===== src/rtl/mbx_pkg.sv =====
package mbx_pkg;
    localparam int NREG      = 16;
    localparam int DW        = 8;
    localparam int NBYTE     = NREG / DW;
    localparam int ADDR_CTRL = NREG;
    localparam int ADDR_EN   = ADDR_CTRL + 1;
    localparam int ADDR_MASK = ADDR_EN + NBYTE;
    localparam int ADDR_PEND = ADDR_MASK + NBYTE;
    localparam int NADDR     = ADDR_PEND + NBYTE;
    localparam int AW        = $clog2(NADDR);
    localparam int IW        = $clog2(NREG);

    localparam int CTRL_RING   = 0;
    localparam int CTRL_DBMASK = 1;
    localparam int CTRL_PEND   = 7;

    typedef struct packed {
        logic          we;
        logic [AW-1:0] addr;
        logic [DW-1:0] wdata;
    } acc_t;

    function automatic logic is_data(input logic [AW-1:0] a);
        return a < AW'(NREG);
    endfunction
endpackage


===== src/rtl/mbx_data.sv =====
module mbx_data
    import mbx_pkg::*;
(
    input  logic                 clk,
    input  logic                 rst,
    input  acc_t                 h_acc,
    input  acc_t                 c_acc,
    output logic [NREG*DW-1:0]   data_q,
    output logic [NREG-1:0]      h_hit,
    output logic [NREG-1:0]      c_hit
);
    for (genvar i = 0; i < NREG; i++) begin : g_reg
        always_comb begin
            h_hit[i] = h_acc.we && (h_acc.addr == AW'(i));
            c_hit[i] = c_acc.we && (c_acc.addr == AW'(i));
        end

        always_ff @(posedge clk) begin
            if (rst)
                data_q[i*DW +: DW] <= '0;
            else if (c_hit[i])
                data_q[i*DW +: DW] <= c_acc.wdata;
            else if (h_hit[i])
                data_q[i*DW +: DW] <= h_acc.wdata;
        end
    end
endmodule


===== src/rtl/mbx_side.sv =====
module mbx_side
    import mbx_pkg::*;
(
    input  logic            clk,
    input  logic            rst,
    input  acc_t            own,
    input  logic            peer_ring,
    input  logic [NREG-1:0] peer_hit,
    output logic            ring,
    output logic            db_pend,
    output logic [NREG-1:0] pend_q,
    output logic [DW-1:0]   cfg_rdata,
    output logic            irq
);
    logic            db_mask;
    logic [NREG-1:0] en_q;
    logic [NREG-1:0] mask_q;
    logic            ctrl_wr;

    assign ctrl_wr = own.we && (own.addr == AW'(ADDR_CTRL));
    assign ring    = ctrl_wr && own.wdata[CTRL_RING];

    always_ff @(posedge clk) begin
        if (rst) begin
            db_pend <= 1'b0;
            db_mask <= 1'b0;
        end else begin
            if (ctrl_wr)
                db_mask <= own.wdata[CTRL_DBMASK];
            if (peer_ring)
                db_pend <= 1'b1;
            else if (ctrl_wr && own.wdata[CTRL_PEND])
                db_pend <= 1'b0;
        end
    end

    for (genvar k = 0; k < NBYTE; k++) begin : g_byte
        logic en_wr, mask_wr, pend_wr;
        logic [DW-1:0] clr;

        always_comb begin
            en_wr   = own.we && (own.addr == AW'(ADDR_EN + k));
            mask_wr = own.we && (own.addr == AW'(ADDR_MASK + k));
            pend_wr = own.we && (own.addr == AW'(ADDR_PEND + k));
            clr     = pend_wr ? own.wdata : '0;
        end

        always_ff @(posedge clk) begin
            if (rst) begin
                en_q[k*DW +: DW]   <= '0;
                mask_q[k*DW +: DW] <= '0;
                pend_q[k*DW +: DW] <= '0;
            end else begin
                if (en_wr)
                    en_q[k*DW +: DW] <= own.wdata;
                if (mask_wr)
                    mask_q[k*DW +: DW] <= own.wdata;
                pend_q[k*DW +: DW] <= (pend_q[k*DW +: DW] & ~clr)
                                    | (peer_hit[k*DW +: DW] & en_q[k*DW +: DW]);
            end
        end
    end

    always_comb begin
        cfg_rdata = '0;
        if (own.addr == AW'(ADDR_CTRL)) begin
            cfg_rdata[CTRL_PEND]   = db_pend;
            cfg_rdata[CTRL_DBMASK] = db_mask;
        end
        for (int k = 0; k < NBYTE; k++) begin
            if (own.addr == AW'(ADDR_EN + k))   cfg_rdata = en_q[k*DW +: DW];
            if (own.addr == AW'(ADDR_MASK + k)) cfg_rdata = mask_q[k*DW +: DW];
            if (own.addr == AW'(ADDR_PEND + k)) cfg_rdata = pend_q[k*DW +: DW];
        end
    end

    assign irq = (db_pend && !db_mask) || |(pend_q & ~mask_q);
endmodule


===== src/rtl/mbx_bank.sv =====
module mbx_bank
    import mbx_pkg::*;
(
    input  logic          clk,
    input  logic          rst,
    input  logic          h_we,
    input  logic [AW-1:0] h_addr,
    input  logic [DW-1:0] h_wdata,
    output logic [DW-1:0] h_rdata,
    input  logic          c_we,
    input  logic [AW-1:0] c_addr,
    input  logic [DW-1:0] c_wdata,
    output logic [DW-1:0] c_rdata,
    output logic          h_irq,
    output logic          c_irq
);
    acc_t                h_acc, c_acc;
    logic [NREG*DW-1:0]  data_q;
    logic [NREG-1:0]     h_hit, c_hit;
    logic                h_ring, c_ring;
    logic                h_db_pend, c_db_pend;
    logic [NREG-1:0]     h_wpend, c_wpend;
    logic [DW-1:0]       h_cfg, c_cfg;

    assign h_acc = '{we: h_we, addr: h_addr, wdata: h_wdata};
    assign c_acc = '{we: c_we, addr: c_addr, wdata: c_wdata};

    mbx_data u_data (
        .clk    (clk),
        .rst    (rst),
        .h_acc  (h_acc),
        .c_acc  (c_acc),
        .data_q (data_q),
        .h_hit  (h_hit),
        .c_hit  (c_hit)
    );

    mbx_side u_hside (
        .clk       (clk),
        .rst       (rst),
        .own       (h_acc),
        .peer_ring (c_ring),
        .peer_hit  (c_hit),
        .ring      (h_ring),
        .db_pend   (h_db_pend),
        .pend_q    (h_wpend),
        .cfg_rdata (h_cfg),
        .irq       (h_irq)
    );

    mbx_side u_cside (
        .clk       (clk),
        .rst       (rst),
        .own       (c_acc),
        .peer_ring (h_ring),
        .peer_hit  (h_hit),
        .ring      (c_ring),
        .db_pend   (c_db_pend),
        .pend_q    (c_wpend),
        .cfg_rdata (c_cfg),
        .irq       (c_irq)
    );

    assign h_rdata = is_data(h_addr) ? data_q[DW*int'(h_addr[IW-1:0]) +: DW] : h_cfg;
    assign c_rdata = is_data(c_addr) ? data_q[DW*int'(c_addr[IW-1:0]) +: DW] : c_cfg;
endmodule


===== config.mk =====
export PLATFORM = sky130hd
export DESIGN_NAME = mbx_bank
export DESIGN_NICKNAME = d
export VERILOG_FILES = /design/src/rtl/mbx_pkg.sv /design/src/rtl/mbx_data.sv /design/src/rtl/mbx_side.sv /design/src/rtl/mbx_bank.sv
export SDC_FILE = /design/constraint.sdc
export NUM_CORES = 1
export LEC_CHECK = 0
export BUFFER_PORTS_ARGS = -buffer_cell sky130_fd_sc_hd__buf_2
export CAP_MARGIN = 15
export CORE_MARGIN = 10
export CORE_UTILIZATION = 40
export CTS_CLUSTER_DIAMETER = 40
export DETAILED_ROUTE_END_ITERATION = 6
export SLEW_MARGIN = 5
export SYNTH_ARGS = -nofsm -noshare
export SYNTH_HDL_FRONTEND = slang
export SYNTH_HIERARCHICAL = 1
export SYNTH_SLANG_ARGS = --single-unit

===== constraint.sdc =====
create_clock -name clk -period 6.24 [get_ports clk]
set_input_delay 1.248 -clock clk [delete_from_list [all_inputs] [get_ports clk]]
set_output_delay 1.248 -clock clk [all_outputs]
set_load 0.01 [all_outputs]

==> results.env <==
STATUS='finished with violations'
VIOLATIONS_IN_THE_FINAL_REPORTS='design-rule violations'
FIRST_GLOBAL_VIAS=13300
FINAL.SETUP.TNS_NS=0
TOTAL_POWER_mW=4.19
SYN-NUM-NETS=1664
FFS_LATCHES_SYNTH=228
PLACED_CELLS_INCL_TAPS=1973
ASYNCSETRESETFLOPFRACSYNTH_PCT=0
GPL_CONGESTION=0.941
KIND_OF_START_POINT_OF_THE_CRITICAL_PATH='primary input'
SYNTH-SEQ-AREA-SHARE_PCT=32.4
POWER_LEAKAGE_nW=5.47
FINALMAXSLEWVIOLATIONS=0
CLKLATENCYLATEPIN_NS=0.53
CTS_RESIZED=0
ANTENNA_CELLS=0
DESIGN.PORTCOUNT=48
DRIVE_ABOVE_1_SHARE_PCT=17.2
SYN_AREA_SQ_UM=14100
NNETSFINAL=1591
FILL_CELLS=3353
CP_DATA_ARRIVAL_TIME_NS=3.77
R2R_START='u_data/data_q[51]$_SDFFE_PP0P_'
FINISH.CELL_COUNT_WITHOUT_FILLERS=2045
GRT_SETUP_UNREPAIRED='false'
POST_SYNTH_INST_COUNT=1634
CLOCK_SKEW_NS=0.00869
SLEW_HEADROOM_PCT=24.1
WORST-SETUP-PATH-TYPE='primary input to output port'
P_PER_AREA_nW_PER_UM2=268
ANTENNA_FOUND_INITIAL=2
CTSHOLDBUFFERS=0
WORST_SETUP_PATH_END_KIND='output port'
FINALCRITPERIODSHARE_PCT=80.4
AREA.GROWTH.SYNTH_TO_FINAL_PCT=11.0
TIMING.RR.END='u_data/data_q[51]$_SDFFE_PP0P_'
SYNTH_ENABLE_FLOP_CELLS=0
DRT_FIRST_ITER_VIOLATIONS=1701
POST-CTS-SETUP-BUFFERS=0
CTS_BUFFER_DEPTH=3
MAX_CAP_VIOL_COUNT=0
DETAIL-ROUTE-ANTENNA-NETS=0
MAX-VDD-IR-DROP_V=0.000183
CTS-HTREE-LEVELS=2
CTS-BUFFERS-INSERTED=40
INITIAL_UTILIZATION_PCT=40.7
CORE-AREA_SQ_UM=34600
WORST-R2R-SETUP-SLACK_NS=5.37
FP.DIEAREA_SQ_UM=43100
FINALSETUPVIOLATIONS=0
STD_CELL_ROWS=68
YOSYSWARNINGS=6
ROUTED_VIA_DENSITY=6.69
CRIT_PATH_MAX_FANOUT=31
HPWL_MM=32.7
WORSTHOLDPATHTYPE='flop to flop'
HOLD_VIOL_FINAL=0
SHORTEST_CLOCK_PERIOD_THE_WORST_PATH_ALLOWS_AFTER_LAYOUT_NS=5.02
GRT_USAGE_PCT=24.1
CRITICAL_PATH_REQUIRED_NS=4.99
DR.PASS1.ITERS=7
SYNTHDISTINCTLIBCELLS=56
RR_WORST_DEPTH=2
DRT_DRC_VIOLATIONS_LEFT=1
HOLD_SLACK_NS=0.464
WL_PER_CELL_MICRONS=26.7
WORST_HOLD_STARTPOINT='u_cside/en_q[1]$_SDFFE_PP0P_'
CTS_TREE='yes'
DRT_WL_TOTAL_MM=54.5
PLACE.PORT_BUFFERS=47
CLOCK_SINK_TOTAL=228
FMAXACHIEVABLE_MHz=199
NUM_VIAS=13700
CHIPWIDTH_MICRONS=208
MIN_DELAY_PATH_DEPTH=2
WORST-SLEW-PIN-TRANSITION_NS=1.14
GRT_PASS1_WL_MM=82.8
GRT_START_MAX_NET_PINS=142
SYNTH-MAIN-FF-CELL='sky130_fd_sc_hd__dfxtp_1'
PATH_CLK_SLEW_NS=0.05
FINALCOREUTILIZATION_PCT=45.1
ROOT_BUFFER='sky130_fd_sc_hd__clkbuf_16'
MIN_DELAY_WORST_ENDPOINT='u_cside/pend_q[1]$_SDFF_PP0_'
SYNTH_AREA_PER_CELL_SQ_UM=8.62
GRT.OVERFLOW.TOTAL=0
DIE_HEIGHT_MICRONS=208
## where the power goes
part / switching (mW) / internal [mW] / total (mW)
combinational: 0.297 / 0.116 / 0.413
sequential: 0.0148 / 1.48 / 1.49
clock: 0.798 / 1.48 / 2.28
## worst max-delay path by stage
stage / slack [ns] / to / start
detailed placement: 1.31 / c_rdata[5] / c_addr[3]
CTS: 1.31 / c_rdata[5] / c_addr[3]
floorplan: 2.32 / c_rdata[3] / c_addr[1]
global placement: 1.29 / h_rdata[6] / h_addr[3]
global route: 1.10 / h_rdata[7] / h_addr[3]
finish: 1.22 / h_rdata[6] / h_addr[3]
## cell usage in the layout (no fill, tap or decap), drive strengths merged, types with 9 or more instances in the layout
master / n
nor3b: 10
inv: 53
clkinv: 9
a221oi: 18
a211oi: 14
o21ai: 156
and3: 10
or2: 20
nor2: 126
a21oi: 52
a311oi: 128
mux4: 64
o22ai: 34
mux2i: 96
nand2b: 16
nor3: 136
buf: 79
nand3: 40
nand3b: 16
o31ai: 16
nand2: 154
clkbuf: 52
dfxtp: 228
## synth_stat cells, types with 10 or more instances
| cell | count | share of area, % |
|---|---|---|
| sky130_fd_sc_hd__a211oi_1 | 14 | 0.75 |
| sky130_fd_sc_hd__a21oi_1 | 52 | 1.8 |
| sky130_fd_sc_hd__a221oi_1 | 17 | 1.1 |
| sky130_fd_sc_hd__a311oi_1 | 96 | 6.0 |
| sky130_fd_sc_hd__a311oi_2 | 32 | 3.4 |
| sky130_fd_sc_hd__and3_1 | 10 | 0.44 |
| sky130_fd_sc_hd__buf_1 | 17 | 0.45 |
| sky130_fd_sc_hd__buf_2 | 34 | 1.2 |
| sky130_fd_sc_hd__buf_6 | 15 | 1.2 |
| sky130_fd_sc_hd__clkbuf_1 | 116 | 3.1 |
| sky130_fd_sc_hd__dfxtp_1 | 228 | 32 |
| sky130_fd_sc_hd__inv_1 | 42 | 1.1 |
| sky130_fd_sc_hd__mux2i_1 | 96 | 6.8 |
| sky130_fd_sc_hd__mux4_2 | 57 | 9.1 |
| sky130_fd_sc_hd__nand2_1 | 154 | 4.1 |
| sky130_fd_sc_hd__nand2b_1 | 16 | 0.71 |
| sky130_fd_sc_hd__nand3_1 | 40 | 1.4 |
| sky130_fd_sc_hd__nand3b_1 | 16 | 0.85 |
| sky130_fd_sc_hd__nor2_1 | 126 | 3.4 |
| sky130_fd_sc_hd__nor3_1 | 136 | 4.8 |
| sky130_fd_sc_hd__nor3b_1 | 10 | 0.53 |
| sky130_fd_sc_hd__o21ai_0 | 33 | 1.2 |
| sky130_fd_sc_hd__o21ai_1 | 123 | 4.4 |
| sky130_fd_sc_hd__o22ai_1 | 34 | 1.5 |
| sky130_fd_sc_hd__o31ai_1 | 16 | 0.85 |
| sky130_fd_sc_hd__or2_1 | 14 | 0.62 |
## stage by stage
stage	instance area, sq um	setup WS, ns
6_report	15600	1.22
3_5_place_dp	14200	1.31
2_1_floorplan	14100	2.32
3_3_place_gp	14200	1.29
5_1_grt	15600	1.10
4_1_cts	15600	1.31
## cell families after synthesis
family / synth area share [%]
and+or+nand+nor: 20.3
AOI/OAI and AO/OA: 21.7
muxes: 17.2
DFF: 32.4
buffers and inverters: 8.39
## per-layer routing
layer,track usage [%],part of all wire (%)
met5,0,0
met4,14.0,5.4
met3,3.69,9.3
met2,38.1,46
met1,30.6,39
## critical path, stage by stage
cell and delay (ns):
sky130_fd_sc_hd__buf_2 0.37, sky130_fd_sc_hd__nand3b_1 0.60, sky130_fd_sc_hd__nor2_1 0.55, sky130_fd_sc_hd__a211oi_1 0.16, sky130_fd_sc_hd__o21ai_0 0.19, sky130_fd_sc_hd__nor2_1 0.06, sky130_fd_sc_hd__a221oi_1 0.34, sky130_fd_sc_hd__buf_2 0.21
## flip-flops by register name (all words and copies together), names as in the netlist
name and flops:
u_hside/db_pend 1, u_cside/db_mask 1, u_cside/mask_q 16, u_cside/pend_q 16
u_cside/en_q 16, u_hside/en_q 16, u_data/data_q 128, u_hside/mask_q 16
u_hside/db_mask 1, u_cside/db_pend 1, u_hside/pend_q 16
## final cells by class
cell class | instances | area, sq um | area share, %
clock inverters | 20 | 259 | 1.66
well taps | 455 | 569 | 3.64
clock buffers | 51 | 1120 | 7.19
repair buffers | 80 | 523 | 3.35
flip-flops and latches | 228 | 4560 | 29.2
inverters | 50 | 188 | 1.20
multi-input cells | 1161 | 8400 | 53.8
No activity file was read; power rests on OpenSTA's default activity.
